**src/rtl/errcap_pkg.sv**
```systemverilog
package errcap_pkg;

    localparam int STAT_W   = 64;
    localparam int RD_BASE  = 0;
    localparam int WR_BASE  = 16;
    localparam int GATE_BIT = 32;
    localparam int RD_N     = 5;
    localparam int WR_N     = 4;

    // read group offsets
    localparam int RD_DEC   = 0;
    localparam int RD_SLV   = 1;
    localparam int RD_ROUTE = 2;
    localparam int RD_ILV   = 3;
    localparam int RD_MOD   = 4;

    // write group offsets
    localparam int WR_DEC   = 0;
    localparam int WR_SLV   = 1;
    localparam int WR_ROUTE = 2;
    localparam int WR_MOD   = 3;

    typedef enum logic [1:0] {
        RESP_OKAY   = 2'b00,
        RESP_EXOKAY = 2'b01,
        RESP_SLVERR = 2'b10,
        RESP_DECERR = 2'b11
    } resp_e;

    typedef enum logic {
        BURST_IDLE,
        BURST_OPEN
    } burst_st_e;

    typedef enum logic {
        CAP_ARMED,
        CAP_FROZEN
    } cap_st_e;

    function automatic logic [STAT_W-1:0] impl_mask();
        logic [STAT_W-1:0] m;
        m = '0;
        for (int i = 0; i < RD_N; i++) m[RD_BASE+i] = 1'b1;
        for (int i = 0; i < WR_N; i++) m[WR_BASE+i] = 1'b1;
        m[GATE_BIT] = 1'b1;
        return m;
    endfunction

    localparam logic [STAT_W-1:0] IMPL_MASK = impl_mask();

endpackage

```
**src/rtl/rd_err_detect.sv**
```systemverilog
module rd_err_detect
    import errcap_pkg::*;
#(
    parameter int ID_W = 4
) (
    input  logic                clk,
    input  logic                rst_n,
    input  logic                rd_valid,
    input  logic [ID_W-1:0]     rd_id,
    input  logic [1:0]          rd_resp,
    input  logic                rd_last,
    input  logic                rd_route_miss,
    input  logic                rd_ilv_ok,
    input  logic                rd_cmd_mod,
    output logic [RD_N-1:0]     rd_ev,
    output logic                burst_open,
    output logic [ID_W-1:0]     open_id
);

    burst_st_e          state_q, state_d;
    logic [ID_W-1:0]    id_q, id_d;
    logic               first_beat;
    logic               stray_beat;

    // state register
    always_ff @(posedge clk or negedge rst_n) begin
        if (!rst_n) begin
            state_q <= BURST_IDLE;
            id_q    <= '0;
        end else begin
            state_q <= state_d;
            id_q    <= id_d;
        end
    end

    // transitions: IDLE->OPEN on a non-final first beat,
    // OPEN->IDLE on the final beat of the tracked ID
    always_comb begin
        state_d = state_q;
        id_d    = id_q;
        unique case (state_q)
            BURST_IDLE: begin
                if (rd_valid && !rd_last) begin
                    state_d = BURST_OPEN;
                    id_d    = rd_id;
                end
            end
            BURST_OPEN: begin
                if (rd_valid && (rd_id == id_q) && rd_last) begin
                    state_d = BURST_IDLE;
                end
            end
        endcase
    end

    // outputs
    always_comb begin
        first_beat = rd_valid && (state_q == BURST_IDLE);
        stray_beat = rd_valid && (state_q == BURST_OPEN) && (rd_id != id_q);
        rd_ev           = '0;
        rd_ev[RD_DEC]   = first_beat && (rd_resp == RESP_DECERR);
        rd_ev[RD_SLV]   = first_beat && (rd_resp == RESP_SLVERR);
        rd_ev[RD_ROUTE] = first_beat && rd_route_miss;
        rd_ev[RD_ILV]   = stray_beat && !rd_ilv_ok;
        rd_ev[RD_MOD]   = rd_cmd_mod;
        burst_open      = (state_q == BURST_OPEN);
        open_id         = id_q;
    end

endmodule

```
**src/rtl/wr_err_detect.sv**
```systemverilog
module wr_err_detect
    import errcap_pkg::*;
(
    input  logic            wr_valid,
    input  logic [1:0]      wr_resp,
    input  logic            wr_route_miss,
    input  logic            wr_cmd_mod,
    output logic [WR_N-1:0] wr_ev
);

    // every write response is a single beat, so each one is checked
    always_comb begin
        wr_ev           = '0;
        wr_ev[WR_DEC]   = wr_valid && (wr_resp == RESP_DECERR);
        wr_ev[WR_SLV]   = wr_valid && (wr_resp == RESP_SLVERR);
        wr_ev[WR_ROUTE] = wr_valid && wr_route_miss;
        wr_ev[WR_MOD]   = wr_cmd_mod;
    end

endmodule

```
**src/rtl/err_capture.sv**
```systemverilog
module err_capture
    import errcap_pkg::*;
(
    input  logic              clk,
    input  logic              rst_n,
    input  logic [STAT_W-1:0] ev,
    input  logic              wr_ok,
    input  logic [STAT_W-1:0] wdata,
    output logic [STAT_W-1:0] status,
    output logic              frozen
);

    cap_st_e            state_q, state_d;
    logic [STAT_W-1:0]  stat_q, stat_d;
    logic [STAT_W-1:0]  captured;

    // state register
    always_ff @(posedge clk or negedge rst_n) begin
        if (!rst_n) begin
            state_q <= CAP_ARMED;
            stat_q  <= '0;
        end else begin
            state_q <= state_d;
            stat_q  <= stat_d;
        end
    end

    // ARMED: take every fault of the cycle; FROZEN: hold.
    // A clearing write applies after capture in the same cycle.
    always_comb begin
        captured = stat_q;
        unique case (state_q)
            CAP_ARMED:  captured = stat_q | (ev & IMPL_MASK);
            CAP_FROZEN: captured = stat_q;
        endcase
        stat_d  = wr_ok ? (captured & (wdata | ~IMPL_MASK)) : captured;
        state_d = (|stat_d) ? CAP_FROZEN : CAP_ARMED;
    end

    // outputs
    always_comb begin
        status = stat_q & IMPL_MASK;
        frozen = (state_q == CAP_FROZEN);
    end

endmodule

```
**src/rtl/reg_access.sv**
```systemverilog
module reg_access
    import errcap_pkg::*;
(
    input  logic              sel,
    input  logic              wr,
    input  logic              secure,
    input  logic              priv,
    input  logic [STAT_W-1:0] status,
    output logic [STAT_W-1:0] rdata,
    output logic              acc_err,
    output logic              wr_ok
);

    logic allowed;

    always_comb begin
        allowed = secure && priv;
        acc_err = sel && !allowed;
        wr_ok   = sel && wr && allowed;
        rdata   = (sel && !wr && allowed) ? (status & IMPL_MASK) : '0;
    end

endmodule

```
**src/rtl/axi_err_capture.sv**
```systemverilog
module axi_err_capture
    import errcap_pkg::*;
#(
    parameter int ID_W = 4
) (
    input  logic              clk,
    input  logic              rst_n,
    input  logic              rd_valid,
    input  logic [ID_W-1:0]   rd_id,
    input  logic [1:0]        rd_resp,
    input  logic              rd_last,
    input  logic              rd_route_miss,
    input  logic              rd_ilv_ok,
    input  logic              rd_cmd_mod,
    input  logic              wr_valid,
    input  logic [1:0]        wr_resp,
    input  logic              wr_route_miss,
    input  logic              wr_cmd_mod,
    input  logic              gated_hit,
    input  logic              reg_sel,
    input  logic              reg_wr,
    input  logic              reg_secure,
    input  logic              reg_priv,
    input  logic [63:0]       reg_wdata,
    output logic [63:0]       reg_rdata,
    output logic              reg_acc_err
);

    logic [RD_N-1:0]    rd_ev;
    logic [WR_N-1:0]    wr_ev;
    logic [STAT_W-1:0]  ev_all;
    logic [STAT_W-1:0]  status_q;
    logic               cap_frozen;
    logic               wr_ok;
    logic               rd_open;
    logic [ID_W-1:0]    rd_open_id;

    rd_err_detect #(.ID_W(ID_W)) u_rd (
        .clk          (clk),
        .rst_n        (rst_n),
        .rd_valid     (rd_valid),
        .rd_id        (rd_id),
        .rd_resp      (rd_resp),
        .rd_last      (rd_last),
        .rd_route_miss(rd_route_miss),
        .rd_ilv_ok    (rd_ilv_ok),
        .rd_cmd_mod   (rd_cmd_mod),
        .rd_ev        (rd_ev),
        .burst_open   (rd_open),
        .open_id      (rd_open_id)
    );

    wr_err_detect u_wr (
        .wr_valid     (wr_valid),
        .wr_resp      (wr_resp),
        .wr_route_miss(wr_route_miss),
        .wr_cmd_mod   (wr_cmd_mod),
        .wr_ev        (wr_ev)
    );

    // place the fault classes into their register groups
    always_comb begin
        ev_all = '0;
        for (int i = 0; i < RD_N; i++) ev_all[RD_BASE+i] = rd_ev[i];
        for (int i = 0; i < WR_N; i++) ev_all[WR_BASE+i] = wr_ev[i];
        ev_all[GATE_BIT] = gated_hit;
    end

    err_capture u_cap (
        .clk    (clk),
        .rst_n  (rst_n),
        .ev     (ev_all),
        .wr_ok  (wr_ok),
        .wdata  (reg_wdata),
        .status (status_q),
        .frozen (cap_frozen)
    );

    reg_access u_acc (
        .sel    (reg_sel),
        .wr     (reg_wr),
        .secure (reg_secure),
        .priv   (reg_priv),
        .status (status_q),
        .rdata  (reg_rdata),
        .acc_err(reg_acc_err),
        .wr_ok  (wr_ok)
    );

endmodule

```
**config.mk**
```make
export PLATFORM = sky130hd
export DESIGN_NAME = axi_err_capture
export DESIGN_NICKNAME = d
export VERILOG_FILES = /design/src/rtl/errcap_pkg.sv /design/src/rtl/rd_err_detect.sv /design/src/rtl/wr_err_detect.sv /design/src/rtl/err_capture.sv /design/src/rtl/reg_access.sv /design/src/rtl/axi_err_capture.sv
export SDC_FILE = /design/constraint.sdc
export NUM_CORES = 1
export LEC_CHECK = 0
export BUFFER_PORTS_ARGS = -buffer_cell sky130_fd_sc_hd__buf_2
export CORE_UTILIZATION = 30
export CTS_CLUSTER_SIZE = 40
export DETAILED_ROUTE_END_ITERATION = 7
export PLACE_DENSITY = 0.77
export SYNTH_ARGS = -nofsm -noshare
export SYNTH_HDL_FRONTEND = slang
export SYNTH_SLANG_ARGS = --single-unit
```
**constraint.sdc**
```tcl
create_clock -name clk -period 1.8 [get_ports clk]
set_clock_uncertainty 0.2 [all_clocks]
set_input_delay 0.09 -clock clk [delete_from_list [all_inputs] [get_ports clk]]
set_output_delay 0.09 -clock clk [all_outputs]
set_load 0.01 [all_outputs]
```
# Yosys cells after proc, flatten, opt, wreduce, memory -nomap -nowiden
# Index checks and enable logic that the tools add are counted.
# word_totals
register_bits	70
latchBits	0
in_bits	87
n_memories	0
romBits	0
out_inout_bits	65
ramBits	0
# classes
multipliers	0
bitwise	4
n_reduce_logical	25
eq_ne	6
order_cmp	0
n_div	0
n_shift	0
n_addsub	0
n_mux	7
# ops
cell	count
64-bit one-hot mux with 2 select lines	1
64-bit bitwise AND	1
64-bit 2-to-1 mux	1
64-bit by 33-bit bitwise OR with 64-bit output	1
64-bit OR reduction	1
33-bit 2-to-1 mux	1
1-bit logical AND	19
2-bit == test (second input constant)	4
4-bit == test	1
1-bit logical NOT	4
4-bit inequality test	1
1-bit 2-to-1 mux	3
1-bit NOT	2
1-bit one-hot mux with 2 select lines	1
2-bit AND reduction	1

# Logic depth before layout (Yosys ltp)
# Gate-level depths: netlist (run 1).
# logic_depth
ltp_word	9
ltp_mapped	6

# Hierarchy
# From an unflattened synthesis (run 1), not the netlist that was laid out.
# hier_totals
cells_unflattened	196
area_unflattened_um2	1740.4
# modules_own_cells
mod	n_inst	cells_per_inst	area_each_um2
err_capture	1	95	888.4
reg_access	1	69	509.2
rd_err_detect	1	27	310.3
wr_err_detect	1	4	28.8
axi_err_capture	1	1	3.8

# Worst setup path before layout (run 1)
# OpenSTA, ideal clock, no wires.
# synth_path
kind	register to register
from	register u_cap.state_q (netlist: u_cap.frozen)
to	register u_cap.state_q (netlist: u_cap.frozen)
synth_period_minus_slack_ps	1851
slack_ps	-51
required_time_ps	1462
path_stages_with_launch	7
arrival_time_ps	1512
cell_sequence	dfrtp_1 buf_6 and4bb_1 nand2_1 nand4_1 or3_1 or4b_1
# synth_between
elab_chain_len	6
# synth_lines
element	line	rtl
start, declared	err_capture.sv:13	cap_st_e state_q, state_d;
start signal, assigned	err_capture.sv:23	state_q <= state_d;
1-bit NOT	err_capture.sv:32	unique case (state_q)
64-bit one-hot mux with 2 select lines (*)	err_capture.sv:32	
64-bit bitwise AND	err_capture.sv:36	stat_d = wr_ok ? (captured & (wdata | ~IMPL_MASK)) : captured;
64-bit 2-to-1 mux (*)	err_capture.sv:36	
64-bit OR reduction (*)	err_capture.sv:37	state_d = (|stat_d) ? CAP_FROZEN : CAP_ARMED;
1-bit 2-to-1 mux (*)	err_capture.sv:37	
via u_cap.state_d	err_capture.sv:13	
# The timed path passes the listed nets; every way through them passes the cells marked *.
# A chain may end at the register's enable or synchronous reset.

# Final worst setup path (run 1)
# layout_path
from	register u_cap.state_q (netlist: u_cap.frozen)
to	register u_cap.state_q (netlist: u_cap.frozen)
# layout_between
elab_chain_len	6
# layout_lines
element	line	rtl
1-bit NOT	err_capture.sv:32	
64-bit one-hot mux with 2 select lines (*)	err_capture.sv:32	
64-bit bitwise AND	err_capture.sv:36	
64-bit 2-to-1 mux (*)	err_capture.sv:36	
via u_cap.stat_d[19]	err_capture.sv:14	logic [STAT_W-1:0] stat_q, stat_d;
64-bit OR reduction (*)	err_capture.sv:37	
1-bit 2-to-1 mux (*)	err_capture.sv:37	
via u_cap.state_d	err_capture.sv:13	
# Marks and branches as above.

==> run_results.csv, run 1 <==
group,metric,value,unit
yosys,synth_top_family_by_area,"buffers and inverters",
clock_tree,path_clk_slew,0.06,ns
drt,wire_per_inst,9.70,um
finish,fin_nets,308,
clock_tree,root_buffer,"clkbuf_8",
pwr,p_sw,457,uW
finish,stdcell_count,269,
clock_tree,insertion_delay,0.24,ns
finish,antenna_cells,0,
yosys,synthMuxAreaShare,4.29,%
timing,hold_viol,1,
setup_path,slowest_stage,"or4b_1",
finish,most-common-layout-cells,"conb_1, buf_2, dlygate4sd3_1",
yosys,synth_adder_area_share,0,%
floorplanning,rows,23,
yosys,synth_xor_area_share,2.67,%
floorplanning,dieArea,0.00465,mm^2
timing,fin_hold_ws,-0.0839,ns
floorplanning,coreArea,0.00412,mm^2
finish,multi_input_area,673,um^2
setup_path,critPathRequiredTime,1.71,ns
yosys,ys_warn_count,0,
global_routing,grt_overflow_total,0,
global_routing,first_global_vias,957,
timing,fin_ws,-0.147,ns
floorplanning,initial_core_util,31.9,%
finish,final_util,40.7,%
drt,first_iter_violations,15,
pwr,powerDensity,869,mW/mm^2
setup_path,critPathArrivalTime,1.86,ns
flow_run,drv_cap,0,
pwr,intPower,1000,uW
global_routing,grt_pass1_wl,4.00,mm
setup_path,crit_buf_inv,1,
yosys,synth_cell_types,30,
floorplanning,fp.dieH,68.2,um
floorplanning,ios,152,
floorplanning,die_w,68.2,um
drt,antenna_left,0,
yosys,netlist_area,0.00131,mm^2
timing,slew_violations,0,
clock_tree,cts.hold.buffers_added,18,
pwr,clkPwrFrac,17.5,%
yosys,synthCells,146,
finish,final_common_cell,"conb_1",
setup_path,crit_type,"flip-flop to flip-flop",
setup_path,endpoint_kind,"flip-flop",
finish,syn_to_final_growth,27.5,%
pwr,power_frac_comb,40.7,%
yosys,syn_area_per_cell,9.00,um^2
yosys,synth_compound_area_share,10.7,%
setup_path,critPathLaunchType,"flip-flop",
setup_path,cp_cell_sequence,"buf_4, nor2b_2, o22a_2, or3_1, or4b_1",
setup_path,max_stage_delay,0.46,ns
clock_tree,clkSinkCount,16,
pwr,switching_share,31.3,%
yosys,yosys.area_share.simple,18.2,%
timing,period_share,108,%
drt,viasPerCell,4.06,
drt,wirelength,2.61,mm
global_routing,antenna_found_initial,0,
placement,place.gp.congestion,0.796,
drt,dr.pass1.iters,4,
yosys,ys_seq_area_share,30.5,%
timing,fin_crit,1.95,ns
outcome,status,"complete, but fails checks",
yosys,yosys_register_bits,16,
global_routing,track_usage,11.5,%
pwr,seqPwrFrac,41.8,%
global_routing,grt_start_max_net_pins,17,
pwr,total_power,1460,uW
setup_path,path_delay_family,"simple AND/OR/NAND/NOR gates",
finish,fillers,423,
clock_tree,cts_inserted_buffers,3,
timing,setup_viol,1,
clock_tree,cts_buffer_depth,2,
placement,placedCellCount,247,
pwr,ir_worst_vdd,0.000344,V
timing,fmax,514,MHz
pwr,p_leak,0.000891,uW
timing,rsz0062_at_grt,"yes",
setup_path,crit_fanout,7,
clock_tree,htreeDepth,1,
placement,port_buffers,43,
finish,drive_gt1_share,32.4,%
timing,tns,-0.147,ns
drt,drc,0,
finish,register_area,402,um^2
drt,vias,1091,
outcome,violations,"negative hold slack, negative setup slack",
clock_tree,cts_tree,"yes",
hold_path,hold_class,"primary input to flip-flop",
placement,dp_hpwl,2.04,mm
[synth_stat cells]
master | count | area share, %
o211ai_1 | 1 | 0.57
nor4b_1 | 2 | 1.3
a21boi_0 | 1 | 0.57
nand4_2 | 1 | 0.95
or3_1 | 1 | 0.48
and2_1 | 10 | 4.8
o22ai_1 | 1 | 0.48
buf_4 | 54 | 31
nor4_1 | 1 | 0.48
nand3_1 | 1 | 0.38
a22oi_1 | 1 | 0.57
or4b_1 | 1 | 0.76
mux2_2 | 5 | 4.3
nor3_1 | 2 | 0.76
buf_6 | 2 | 1.7
o21ai_0 | 5 | 1.9
inv_1 | 3 | 0.86
nor2b_1 | 3 | 1.4
and4bb_1 | 1 | 0.95
o22a_2 | 5 | 3.8
nand4_1 | 2 | 0.95
dfrtp_1 | 16 | 30
o31ai_1 | 1 | 0.57
nor2_1 | 11 | 3.1
nand2_1 | 4 | 1.1
nor2b_2 | 1 | 0.67
a21oi_1 | 4 | 1.5
xnor2_1 | 4 | 2.7
conb_1 | 1 | 0.29
o22a_1 | 1 | 0.67
[worst paths after layout]
kind,cells past startpoint,end,from,slack (ns)
setup / recovery,5,u_cap.frozen,u_cap.frozen,-0.15
hold / removal,2,u_cap.stat_q[2],reg_wdata[2],-0.08
setup reg to reg,5,u_cap.frozen,u_cap.frozen,-0.15
hold reg to reg,2,u_cap.stat_q[18],u_cap.stat_q[18],0.30
max in group asynchronous,2,u_cap.frozen,rst_n,1.02
min in group asynchronous,2,u_cap.stat_q[0],rst_n,0.10
[cell type report]
type                       count  area share (%)
clock buffer                   3            2.46
tap                           50            3.73
multi-input combinational    124            40.2
inverter                       3           0.672
sequential                    16            24.0
timing repair buffer          73            29.0
[layer usage]
layer	track usage, %	routed length [um]	vias to the layer above
met2	21.1	1320	56
met3	2.67	225	4
met1	12.4	1030	501
met4	4.95	35	0
li1	-	-	530
met5	0	0	-
[what timing repair did]
| item | 4_1_cts | 5_1_grt |
|---|---|---|
| endpoints found under the hold margin | 31 | 1 |
| gates cloned | 0 | 0 |
| endpoints found under the setup margin | 1 | 2 |
| resized for setup | 1 | 0 |
| buffers inserted | 0 | 1 |
| pin swaps | 0 | 1 |
[through the flow]
stage	instance area, um^2	worst slack [ns]
4_1_cts	1670	-0.132
6_report	1680	-0.147
5_1_grt	1680	-0.213
2_1_floorplan	1510	-0.0507
3_5_place_dp	1450	-0.180
3_3_place_gp	1450	-0.167
[cell families after synthesis]
logic type / count (synthesis)
mux: 5
other cells: 1
compound gates: 20
simple gates: 41
flops: 16
buf+inv: 59
xor+xnor: 4
[power groups by stage]
stage	combinational (uW)	sequential [uW]	clock (uW)
floorplan	456	585	0
global placement	518	607	0
detailed placement	526	612	0
CTS	587	609	259
global route	673	626	283
finish	593	609	255
[state kept, by name (all words and copies together), names as in the netlist]
| register | cells |
|---|---|
| u_cap.frozen | 1 |
| u_cap.stat_q | 10 |
| u_rd.burst_open | 1 |
| u_rd.open_id | 4 |
No activity file was read; power rests on OpenSTA's default activity.
==> run 2, diff against run 1 <==
- CORE_MARGIN: unset -> 5
==> run_results.csv, run 2 (synthesis gave the netlist of run 1 again) <==
group,metric,value,unit
drt,vias,1094,
finish,stdcell_count,272,
setup_path,crit_type,"flip-flop to flip-flop",
finish,drive_gt1_share,33.2,%
finish,regMostFlops,"u_cap.stat_q",
global_routing,grt_overflow_total,0,
timing,fin_crit,1.91,ns
floorplanning,rows,24,
floorplanning,coreArea,0.00429,mm^2
floorplanning,dieArea,0.00580,mm^2
placement,place.gp.congestion,0.795,
placement,placedCellCount,249,
outcome,violations,"negative hold slack, negative setup slack",
floorplanning,ios,152,
clock_tree,clkSinkCount,16,
placement,port_buffers,43,
setup_path,endpoint_kind,"flip-flop",
finish,syn_to_final_growth,28.9,%
clock_tree,cts.hold.buffers_added,17,
clock_tree,htreeDepth,1,
placement,post-place-ws,-0.201,ns
setup_path,crit_fanout,5,
drt,wire_per_inst,11.7,um
clock_tree,cts_inserted_buffers,3,
setup_path,critPathArrivalTime,1.83,ns
placement,dp_hpwl,2.48,mm
pwr,p_leak,0.000898,uW
timing,fmax,523,MHz
pwr,powerDensity,908,mW/mm^2
floorplanning,fp.dieH,76.2,um
drt,dr.pass1.iters,4,
timing,tns,-0.112,ns
global_routing,antenna_found_initial,0,
finish,most-common-layout-cells,"conb_1, buf_2, dlygate4sd3_1",
clock_tree,path_clk_slew,0.07,ns
global_routing,grt_pass1_wl,5.05,mm
finish,fin_nets,308,
timing,period_share,106,%
setup_path,critPathLaunchType,"flip-flop",
global_routing,track_usage,10.3,%
drt,wirelength,3.17,mm
pwr,ir_worst_vdd,0.000259,V
setup_path,critPathRequiredTime,1.72,ns
hold_path,hold_class,"primary input to flip-flop",
floorplanning,die_w,76.2,um
clock_tree,root_buffer,"clkbuf_8",
drt,antenna_left,0,
drt,first_iter_violations,24,
finish,final_area,0.00169,mm^2
finish,final_common_cell,"conb_1",
timing,rsz0062_at_grt,"yes",
timing,slew_violations,0,
timing,fin_ws,-0.112,ns
finish,antenna_cells,0,
clock_tree,cts_buffer_depth,2,
global_routing,grt_start_max_net_pins,17,
timing,hold_viol,1,
finish,largest_reg_flops,10,
timing,fin_hold_ws,-0.0885,ns
flow_run,drv_cap,0,
clock_tree,insertion_delay,0.24,ns
drt,viasPerCell,4.02,
global_routing,first_global_vias,1097,
floorplanning,initial_core_util,30.6,%
timing,setup_viol,1,
outcome,status,"complete, but fails checks",
drt,drc,0,
clock_tree,cts_tree,"yes",
placement,postPlaceCellArea,0.00145,mm^2
pwr,total_power,1540,uW
run 2: per-stage QoR:
step	util, %	hold WS, ns
after global routing	39.4	-0.0816
after CTS	39.3	-0.0935
after global placement	33.7	-0.171
after floorplan	-	-0.406
final	39.4	-0.0885
after detailed placement	33.7	-0.168
run 2: final cells by class:
cell class / instances / area (um^2)
flip-flops and latches: 16 / 402
clock buffers: 4 / 55.1
repair buffers: 73 / 487
inverters: 3 / 11.3
well taps: 52 / 65.1
multi-input cells: 124 / 673
fillers: 446 / 2600
run 2: timing repair:
item                       in CTS  in global routing
buffers inserted                2                  0
pin swaps                       1                  1
setup endpoints to repair       1                  1
hold endpoints to repair       31                  1
resized for setup               1                  1
run 2: worst max-delay path, cell delays in order, from the launching register on:
cell and delay, ns:
dfrtp_2 0.43, buf_6 0.12, nor2b_2 0.03, o22a_2 0.20, or3_1 0.35, or4b_1 0.46
run 2: final timing paths:
check	startpoint	endpoint	slack [ns]	depth (start not counted)
hold reg to reg	u_cap.stat_q[18]	u_cap.stat_q[18]	0.31	2
setup / recovery	u_cap.frozen	u_cap.frozen	-0.11	5
setup reg to reg	u_cap.frozen	u_cap.frozen	-0.11	5
max in group asynchronous	rst_n	u_cap.frozen	1.01	2
min in group asynchronous	rst_n	u_rd.open_id[3]	0.09	2
hold / removal	reg_wdata[2]	u_cap.stat_q[2]	-0.09	2
run 2: per-layer routing:
layer	wire, um	vias to the layer above	global-route usage [%]	share of wire, %
li1	-	532	-	-
met1	1140	499	10.7	36
met2	1590	59	19.0	50
met3	395	4	3.31	12
met4	48	0	3.85	1.5
met5	0	-	0	0
run 2: power by group:
part	switching [uW]	leakage (uW)	internal, uW
clock network	125	0.0000288	194
registers	104	0.000197	506
logic	265	0.000672	344
